File: src/rtl/mct_pkg.sv
package mct_pkg;

  // Strobes issued by the control to the datapath and state logic
  typedef struct packed {
    logic shift;  // consume the presented character
    logic clear;  // the presented character opens a new stream
    logic wr;     // write one detector table entry
  } mctStrobe_t;

endpackage

File: src/rtl/mct_ctrl.sv
module mct_ctrl
  import mct_pkg::*;
(
  input  logic       charValid,
  input  logic       streamStart,
  input  logic       memWrEn,
  output mctStrobe_t strb
);

  always_comb begin
    strb.shift = charValid;
    strb.clear = charValid & streamStart;
    strb.wr    = memWrEn;
  end

endmodule

File: src/rtl/mct_fimm.sv
module mct_fimm
  import mct_pkg::*;
#(
  parameter int P       = 3,
  parameter int NSTR    = 3,
  parameter int STR_LEN [NSTR] = '{3, 2, 1},
  localparam int PW     = (P > 1) ? $clog2(P) : 1,
  localparam int HD     = (P > 1) ? P - 1 : 1
) (
  input  logic            clk,
  input  logic            rstN,
  input  mctStrobe_t      strb,
  input  logic [7:0]      charIn,
  input  logic [PW-1:0]   wrPos,
  input  logic [7:0]      wrAddr,
  input  logic [NSTR-1:0] wrData,
  output logic [NSTR-1:0] detect
);

  logic [7:0]      hist [HD];   // hist[i]: byte i+1 characters back
  logic [HD-1:0]   histV;
  logic [NSTR-1:0] posHit [P];
  logic [NSTR-1:0] longMask;

  always_ff @(posedge clk) begin
    if (!rstN) begin
      histV <= '0;
      for (int i = 0; i < HD; i++) hist[i] <= '0;
    end else if (strb.shift) begin
      hist[0]  <= charIn;
      histV[0] <= 1'b1;
      for (int i = 1; i < HD; i++) begin
        hist[i]  <= hist[i-1];
        histV[i] <= histV[i-1] & ~strb.clear;
      end
    end
  end

  for (genvar p = 0; p < P; p++) begin : gPos
    logic [NSTR-1:0] mem [256];
    logic [NSTR-1:0] care;

    always_ff @(posedge clk) begin
      if (strb.wr && wrPos == PW'(p)) mem[wrAddr] <= wrData;
    end

    always_comb begin
      for (int s = 0; s < NSTR; s++) care[s] = (STR_LEN[s] > p);
    end

    if (p == 0) begin : gNow
      assign posHit[p] = mem[charIn];
    end else begin : gOld
      // an empty slot satisfies only the strings that ignore it
      assign posHit[p] = (histV[p-1] && !strb.clear) ? mem[hist[p-1]] : ~care;
    end
  end

  always_comb begin
    logic [NSTR-1:0] acc;
    acc = '1;
    for (int p = 0; p < P; p++) acc &= posHit[p];
    detect = strb.shift ? acc : '0;
    for (int s = 0; s < NSTR; s++) longMask[s] = (STR_LEN[s] > 1);
  end


  hist_hold_chk: assert property (@(posedge clk) disable iff (!rstN)
    !strb.shift |=> $stable(histV) && $stable(hist[0]));


  clear_long_chk: assert property (@(posedge clk) disable iff (!rstN)
    strb.clear |-> ((detect & longMask) == '0));


  idle_quiet_chk: assert property (@(posedge clk) disable iff (!rstN)
    !strb.shift |-> detect == '0);

endmodule

File: src/rtl/mct_states.sv
module mct_states
  import mct_pkg::*;
#(
  parameter int P       = 3,
  parameter int NSTR    = 3,
  parameter int NSTATE  = 3,
  parameter int NTRANS  = 3,
  parameter int STR_LEN [NSTR]   = '{3, 2, 1},
  parameter int TR_SRC  [NTRANS] = '{0, 1, 1},
  parameter int TR_DST  [NTRANS] = '{1, 1, 2},
  parameter int TR_STR  [NTRANS] = '{0, 1, 2},
  parameter int ACCEPT  = 2
) (
  input  logic            clk,
  input  logic            rstN,
  input  mctStrobe_t      strb,
  input  logic [NSTR-1:0] detect,
  output logic            matchHit
);

  // actLine[s][i]: state s was active i+1 characters ago
  logic [P-1:0]      actLine [NSTATE];
  logic [NTRANS-1:0] transHit;
  logic [NSTATE-1:0] nextAct;

  for (genvar t = 0; t < NTRANS; t++) begin : gTr
    localparam int SRC = TR_SRC[t];
    localparam int SI  = TR_STR[t];
    localparam int LAG = STR_LEN[TR_STR[t]] - 1;
    if (SRC == 0) begin : gFromStart
      assign transHit[t] = detect[SI];
    end else begin : gFromState
      assign transHit[t] = detect[SI] & ~strb.clear & actLine[SRC][LAG];
    end
  end

  always_comb begin
    nextAct    = '0;
    nextAct[0] = 1'b1;
    for (int d = 1; d < NSTATE; d++) begin
      for (int t = 0; t < NTRANS; t++) begin
        if (TR_DST[t] == d && transHit[t]) nextAct[d] = 1'b1;
      end
    end
  end

  always_ff @(posedge clk) begin
    if (!rstN) begin
      for (int s = 0; s < NSTATE; s++) actLine[s] <= '0;
      matchHit <= 1'b0;
    end else begin
      matchHit <= strb.shift & nextAct[ACCEPT];
      if (strb.shift) begin
        for (int s = 0; s < NSTATE; s++) begin
          actLine[s] <= strb.clear ? P'(nextAct[s])
                                   : ((actLine[s] << 1) | P'(nextAct[s]));
        end
      end
    end
  end


  match_after_char_chk: assert property (@(posedge clk) disable iff (!rstN)
    matchHit |-> $past(strb.shift));


  match_state_chk: assert property (@(posedge clk) disable iff (!rstN)
    matchHit |-> actLine[ACCEPT][0]);


  idle_hold_chk: assert property (@(posedge clk) disable iff (!rstN)
    !strb.shift |=> $stable(actLine[ACCEPT]) && !matchHit);

endmodule

File: src/rtl/mct_detector.sv
module mct_detector
  import mct_pkg::*;
#(
  parameter int P       = 3,
  parameter int NSTR    = 3,
  parameter int NSTATE  = 3,
  parameter int NTRANS  = 3,
  parameter int STR_LEN [NSTR]   = '{3, 2, 1},
  parameter int TR_SRC  [NTRANS] = '{0, 1, 1},
  parameter int TR_DST  [NTRANS] = '{1, 1, 2},
  parameter int TR_STR  [NTRANS] = '{0, 1, 2},
  parameter int ACCEPT  = 2,
  localparam int PW     = (P > 1) ? $clog2(P) : 1
) (
  input  logic            clk,
  input  logic            rstN,
  input  logic            charValid,
  input  logic            streamStart,
  input  logic [7:0]      charIn,
  input  logic            memWrEn,
  input  logic [PW-1:0]   memWrPos,
  input  logic [7:0]      memWrAddr,
  input  logic [NSTR-1:0] memWrData,
  output logic [NSTR-1:0] strDetect,
  output logic            matchHit
);

  mctStrobe_t strb;

  mct_ctrl uCtrl (
    .charValid   (charValid),
    .streamStart (streamStart),
    .memWrEn     (memWrEn),
    .strb        (strb)
  );

  mct_fimm #(.P(P), .NSTR(NSTR), .STR_LEN(STR_LEN)) uFimm (
    .clk    (clk),
    .rstN   (rstN),
    .strb   (strb),
    .charIn (charIn),
    .wrPos  (memWrPos),
    .wrAddr (memWrAddr),
    .wrData (memWrData),
    .detect (strDetect)
  );

  mct_states #(
    .P(P), .NSTR(NSTR), .NSTATE(NSTATE), .NTRANS(NTRANS),
    .STR_LEN(STR_LEN), .TR_SRC(TR_SRC), .TR_DST(TR_DST),
    .TR_STR(TR_STR), .ACCEPT(ACCEPT)
  ) uStates (
    .clk      (clk),
    .rstN     (rstN),
    .strb     (strb),
    .detect   (strDetect),
    .matchHit (matchHit)
  );

endmodule

File: config.mk
export PLATFORM = sky130hd
export DESIGN_NAME = mct_detector
export DESIGN_NICKNAME = d
export VERILOG_FILES = /design/src/rtl/mct_pkg.sv /design/src/rtl/mct_ctrl.sv /design/src/rtl/mct_fimm.sv /design/src/rtl/mct_states.sv /design/src/rtl/mct_detector.sv
export SDC_FILE = /design/constraint.sdc
export NUM_CORES = 2
export LEC_CHECK = 0
export BUFFER_PORTS_ARGS = -buffer_cell sky130_fd_sc_hd__buf_4
export CAP_MARGIN = 20
export CORE_ASPECT_RATIO = 1.1
export CORE_UTILIZATION = 40
export DETAILED_ROUTE_END_ITERATION = 8
export HOLD_SLACK_MARGIN = 0.1
export SLEW_MARGIN = 20
export SYNTH_ARGS = -nofsm -noshare
export SYNTH_HDL_FRONTEND = slang
export SYNTH_SLANG_ARGS = --single-unit
File: constraint.sdc
create_clock -name clk -period 5.7 [get_ports clk]
set_input_delay 0.285 -clock clk [delete_from_list [all_inputs] [get_ports clk]]
set_output_delay 0.285 -clock clk [all_outputs]
set_load 0.02 [all_outputs]
# Word-level counts from Yosys, hierarchy flattened
# Memory sizes are Yosys's and may differ from the RTL's.
# Cells that the tools add are included.
# totals
regBits	3
ramBits	2329
in_bits	26
out_inout_bits	4
elab_cells	57
n_memories	5
# memory_table
memory	depth	word_bits	read_ports	rd_clocked_by_memory_dff	write_ports	line	source
uFimm.gPos[0].mem	256	3	1	0	1	mct_fimm.sv:40	logic [NSTR-1:0] mem [256];
uFimm.gPos[1].mem	256	3	1	0	1	mct_fimm.sv:40	
uFimm.gPos[2].mem	256	3	1	0	1	mct_fimm.sv:40	
uFimm.hist	2	8	2	0	2	mct_fimm.sv:20	logic [7:0] hist [HD];
uStates.actLine	3	3	3	0	3	mct_states.sv:22	logic [P-1:0] actLine [NSTATE];
# op_classes
eq_ne	2
mux	24
bitwise_logic	17
reduce_logical	7
# ops
op	count
two-way mux 3 bit	9
two-way mux 8 bit	2
two-way mux 1 bit	13
AND 1 bit	7
AND 3 bit	2
OR 3 x 1 -> 3 bit	2
logical AND 1 bit	5
OR 1 bit	5
equality test 2 x 1 -> 1 bit, second input constant	1
equality test 2 bit, second input constant	1
logical NOT 2 bit	1
logical NOT 1 bit	1
NOT 1 bit	1

# Longest topological paths before layout
# logic_depth
ltp_word	13
ltp_mapped	14
mapped_depth_nobuf	8

# Cells and area by module
# From an unflattened synthesis, not the netlist that was laid out.
# hier_totals
cells_unflattened	4909
area_unflattened_um2	93538.5
# by_module_without_submodules
mod	instances	cells_per_inst	area_per_inst_um2	seq_area_each_um2
mct_fimm	1	4898	93394.6	69706.9
mct_states	1	8	122.6	80.1
mct_ctrl	1	3	21.3	0.0

# Worst setup path after synthesis
# No wires, ideal clock.
# synth_path
path_kind	input -> output
start	input charIn[0]
end	output strDetect[2]
t_arrival_ns	2.780
slack_ns	2.635
stages	11
cell_sequence	buf_4 -> buf_6 -> buf_6 -> buf_6 -> buf_2 -> mux4_2 -> mux4_2 -> nand2_1 -> a31oi_1 -> a211oi_2 -> nor3b_1
# synth_via
elab_chain_cells	4
# synth_rtl
element	line	source
from (decl)	mct_detector.sv:19	input logic [7:0] charIn,
memory read (256 x 3 bit)	--	
AND 3 bit (2 in series)	mct_fimm.sv:62	for (int p = 0; p < P; p++) acc &= posHit[p];
two-way mux 3 bit	mct_fimm.sv:63	detect = strb.shift ? acc : '0;
to (decl)	mct_detector.sv:24	output logic [NSTR-1:0] strDetect,
# No other way between the ends.

==> results.sh <==
export IMPL_viasPerCell=5.74
export IMPL_syn_to_final_growth_pct=12.4
export IMPL_ant_nets=0
export IMPL_fin_area_um2=105000
export IMPL_grt_util_all_layers_pct=20.1
export IMPL_synthCells=4849
export IMPL_fin_tns_setup_ns=0
export IMPL_yosysWarnings=0
export IMPL_cts_buffers=230
export IMPL_clk_pin_slew_worst_paths_ns=0.06
export IMPL_ys_types=73
export IMPL_antenna_found_initial=17
export IMPL_p_per_area_nw_per_um2=344
export IMPL_drt_pass1_iterations=6
export IMPL_crit_type="reg2out"
export IMPL_worstMarginPinSlew_ns=1.34
export IMPL_die_area_um2=235000
export IMPL_grt_setup_unrepaired="false"
export IMPL_synth_seq_cells=2325
export IMPL_synth_area_per_cell_um2=19.2
export IMPL_synth_seq_area_share_pct=74.9
export IMPL_clk_latency_ns=0.87
export IMPL_drtIter0Drc=5555
export IMPL_crit_path_start_kind="flip-flop"
export IMPL_die_x_um=462
export IMPL_critPathCaptureType="output port"
export IMPL_syn_nets=4875
export IMPL_numPortBuffers=29
export IMPL_cts_setup_buffers=0
export IMPL_chipHeight_um=508
export IMPL_synth_top_area_share_pct=74.8
export IMPL_max_slew_margin_rel_pct=10.6
export IMPL_clock_fmax_mhz=182
export IMPL_ys_flop_type="edfxtp_1"
export IMPL_finalHoldViolCount=0
export IMPL_drc=0
export IMPL_clock_skew_ns=0.0376
export IMPL_cts_tree="built"
export IMPL_nets=4957
export IMPL_p_total_uw=36000
export IMPL_fillers=19500
export IMPL_grt_overflow=0
export IMPL_cts_sinks=2325
export IMPL_totalWireLength_um=236000
export IMPL_grt_max_degree=207
export IMPL_final_period_utilization_pct=96.5
export IMPL_hold_class="in2reg"
export IMPL_synth_area_um2=93200
export IMPL_drv_cap=0
export IMPL_synth_largest_area_cell="edfxtp_1"
export IMPL_place_area_um2=97200
export IMPL_vias=47100
export IMPL_slew_viol_final=0
export IMPL_num_rows=185
export IMPL_setup_viol=0
export IMPL_p_leak_uw=0.0314
export IMPL_synth_most_common_cell="edfxtp_1"
export IMPL_globalplace_congestion=0.828
export IMPL_htreeDepth=4
export IMPL_worst_ep_required_time_ns=5.41
export IMPL_ys_async_sr_fraction_pct=0
export IMPL_ioPinCount=30
export IMPL_status="finished, final reports clean"
export IMPL_wl_per_cell_um=28.7
export IMPL_grt_pass1_vias=47900
export IMPL_core_region_area_um2=231000
export IMPL_critPathArrivalTime_ns=5.21
export IMPL_hold_path_depth=3
export IMPL_period_needed_ns=5.50
export IMPL_detailed_place_hpwl_um=141000
export IMPL_grt_pass1_wl_um=341000
export IMPL_reg2regPathDepth=9
export IMPL_synth_enable_flop_cells=2322
export IMPL_clockRootBuffer="clkbuf_16"
export IMPL_synthTopCellsByArea="edfxtp_1, mux4_2, nor2_1"
export IMPL_drive_above_1_share_pct=22.7
export IMPL_cp_max_fo=11
export IMPL_start_util_pct=40.3
export IMPL_synth_top_cells_by_count="edfxtp_1, nor2_1, mux4_2"
export IMPL_ir_drop_mv=0.298
export IMPL_ctsLongestPathBuffers=3
final timing paths:
kind	end	startpoint	slack, ns
max	strDetect[1]	uFimm.hist[0][2]	0.20
min	uFimm.gPos[1].mem[251][0]	memWrAddr[0]	0.18
max reg2reg	uStates.actLine[0][3]	uFimm.hist[0][1]	1.17
min reg2reg	uFimm.histV[1]	uFimm.histV[1]	0.70
repair_timing:
| item | in CTS | in global routing |
|---|---|---|
| gates resized for setup | 1 | 0 |
| setup endpoints to repair | 1 | 0 |
| hold buffers | 13 | 0 |
| hold endpoints to repair | 343 | 0 |
where the power goes:
part	total [uW]	switching (uW)	internal (uW)
registers	18900	27.8	18800
logic	2070	1290	776
clock network	15100	6360	8710
total	36000	7680	28300
state kept, by name, indices dropped and copies added (netlist names):
signal,flops
uStates.matchHit,1
uStates.actLine,2
uFimm.hist,16
uFimm.histV,2
uFimm.gPos.mem,2304
final cells by class:
class	instances	area (um2)	share of cell area, %
Sequential cell	2325	69800	66.6
Multi-Input combinational cell	2170	21800	20.8
Clock buffer	287	6140	5.86
Tap cell	3085	3860	3.68
Timing Repair Buffer	189	1830	1.74
Clock inverter	133	1310	1.25
Inverter	15	56.3	0.0537
Antenna cell	5	12.5	0.0119
worst max-delay path, cell delays in order (launching register included):
cell	delay (ns)
edfxtp_1	0.86
nor2b_1	1.04
a221oi_1	0.26
nor2_1	0.17
a2111oi_0	0.20
buf_4	0.24
or4_1	0.53
nor4_2	0.76
buf_4	0.28
stage by stage:
stage | util [%] | setup slack, ns | hold WS (ns) | cells
floorplan | - | 2.63 | 0.384 | 4849
global placement | 42.0 | 0.873 | 0.482 | 7771
detailed placement | 42.0 | 0.851 | 0.481 | 7771
CTS | 45.3 | 0.161 | 0.113 | 8204
global route | 45.3 | 0.0772 | 0.129 | 8209
finish | 45.3 | 0.200 | 0.182 | 8209
logic make-up after synthesis:
group / share of synthesized area [%]
flip-flops: 74.9
AND/OR/NAND/NOR: 5.16
multiplexers: 16.0
buffers and inverters: 1.87
AO/OA/AOI/OAI: 2.05
metal layers:
layer	part of all wire, %	up-vias	global-route usage [%]	wire length (um)
li1	-	19800	-	-
met1	41	25100	27.6	96000
met2	50	1902	33.3	118000
met3	6.8	340	3.09	15900
met4	2.5	4	5.59	5820
met5	0.0085	-	0	20
placed cells by master (no fill, tap or decap), types with 11 or more instances in the layout:
| cell | Yosys | final |
|---|---|---|
| bufinv_16 | 0 | 25 |
| buf_4 | 40 | 144 |
| clkbuf_16 | 0 | 238 |
| nand2b_1 | 23 | 22 |
| o221ai_1 | 34 | 34 |
| clkbuf_1 | 185 | 49 |
| nor4_1 | 11 | 11 |
| clkinv_2 | 0 | 47 |
| o21ai_0 | 21 | 21 |
| clkinv_1 | 2 | 47 |
| mux4_2 | 588 | 588 |
| nor2_1 | 816 | 816 |
| mux2i_1 | 136 | 136 |
| a211oi_1 | 16 | 16 |
| and3_1 | 12 | 12 |
| mux2_2 | 25 | 25 |
| o22ai_1 | 24 | 24 |
| buf_12 | 2 | 27 |
| a221oi_1 | 16 | 16 |
| nor2b_1 | 37 | 37 |
| nand2_1 | 138 | 113 |
| a31oi_1 | 12 | 12 |
| edfxtp_1 | 2322 | 2322 |
| a21oi_1 | 49 | 49 |
| nand3_1 | 39 | 33 |
| nor3_1 | 25 | 25 |
| nand2_2 | 0 | 25 |
| dlygate4sd3_1 | 0 | 13 |
| a22oi_1 | 27 | 27 |
Power figures use the tool's default switching activity.
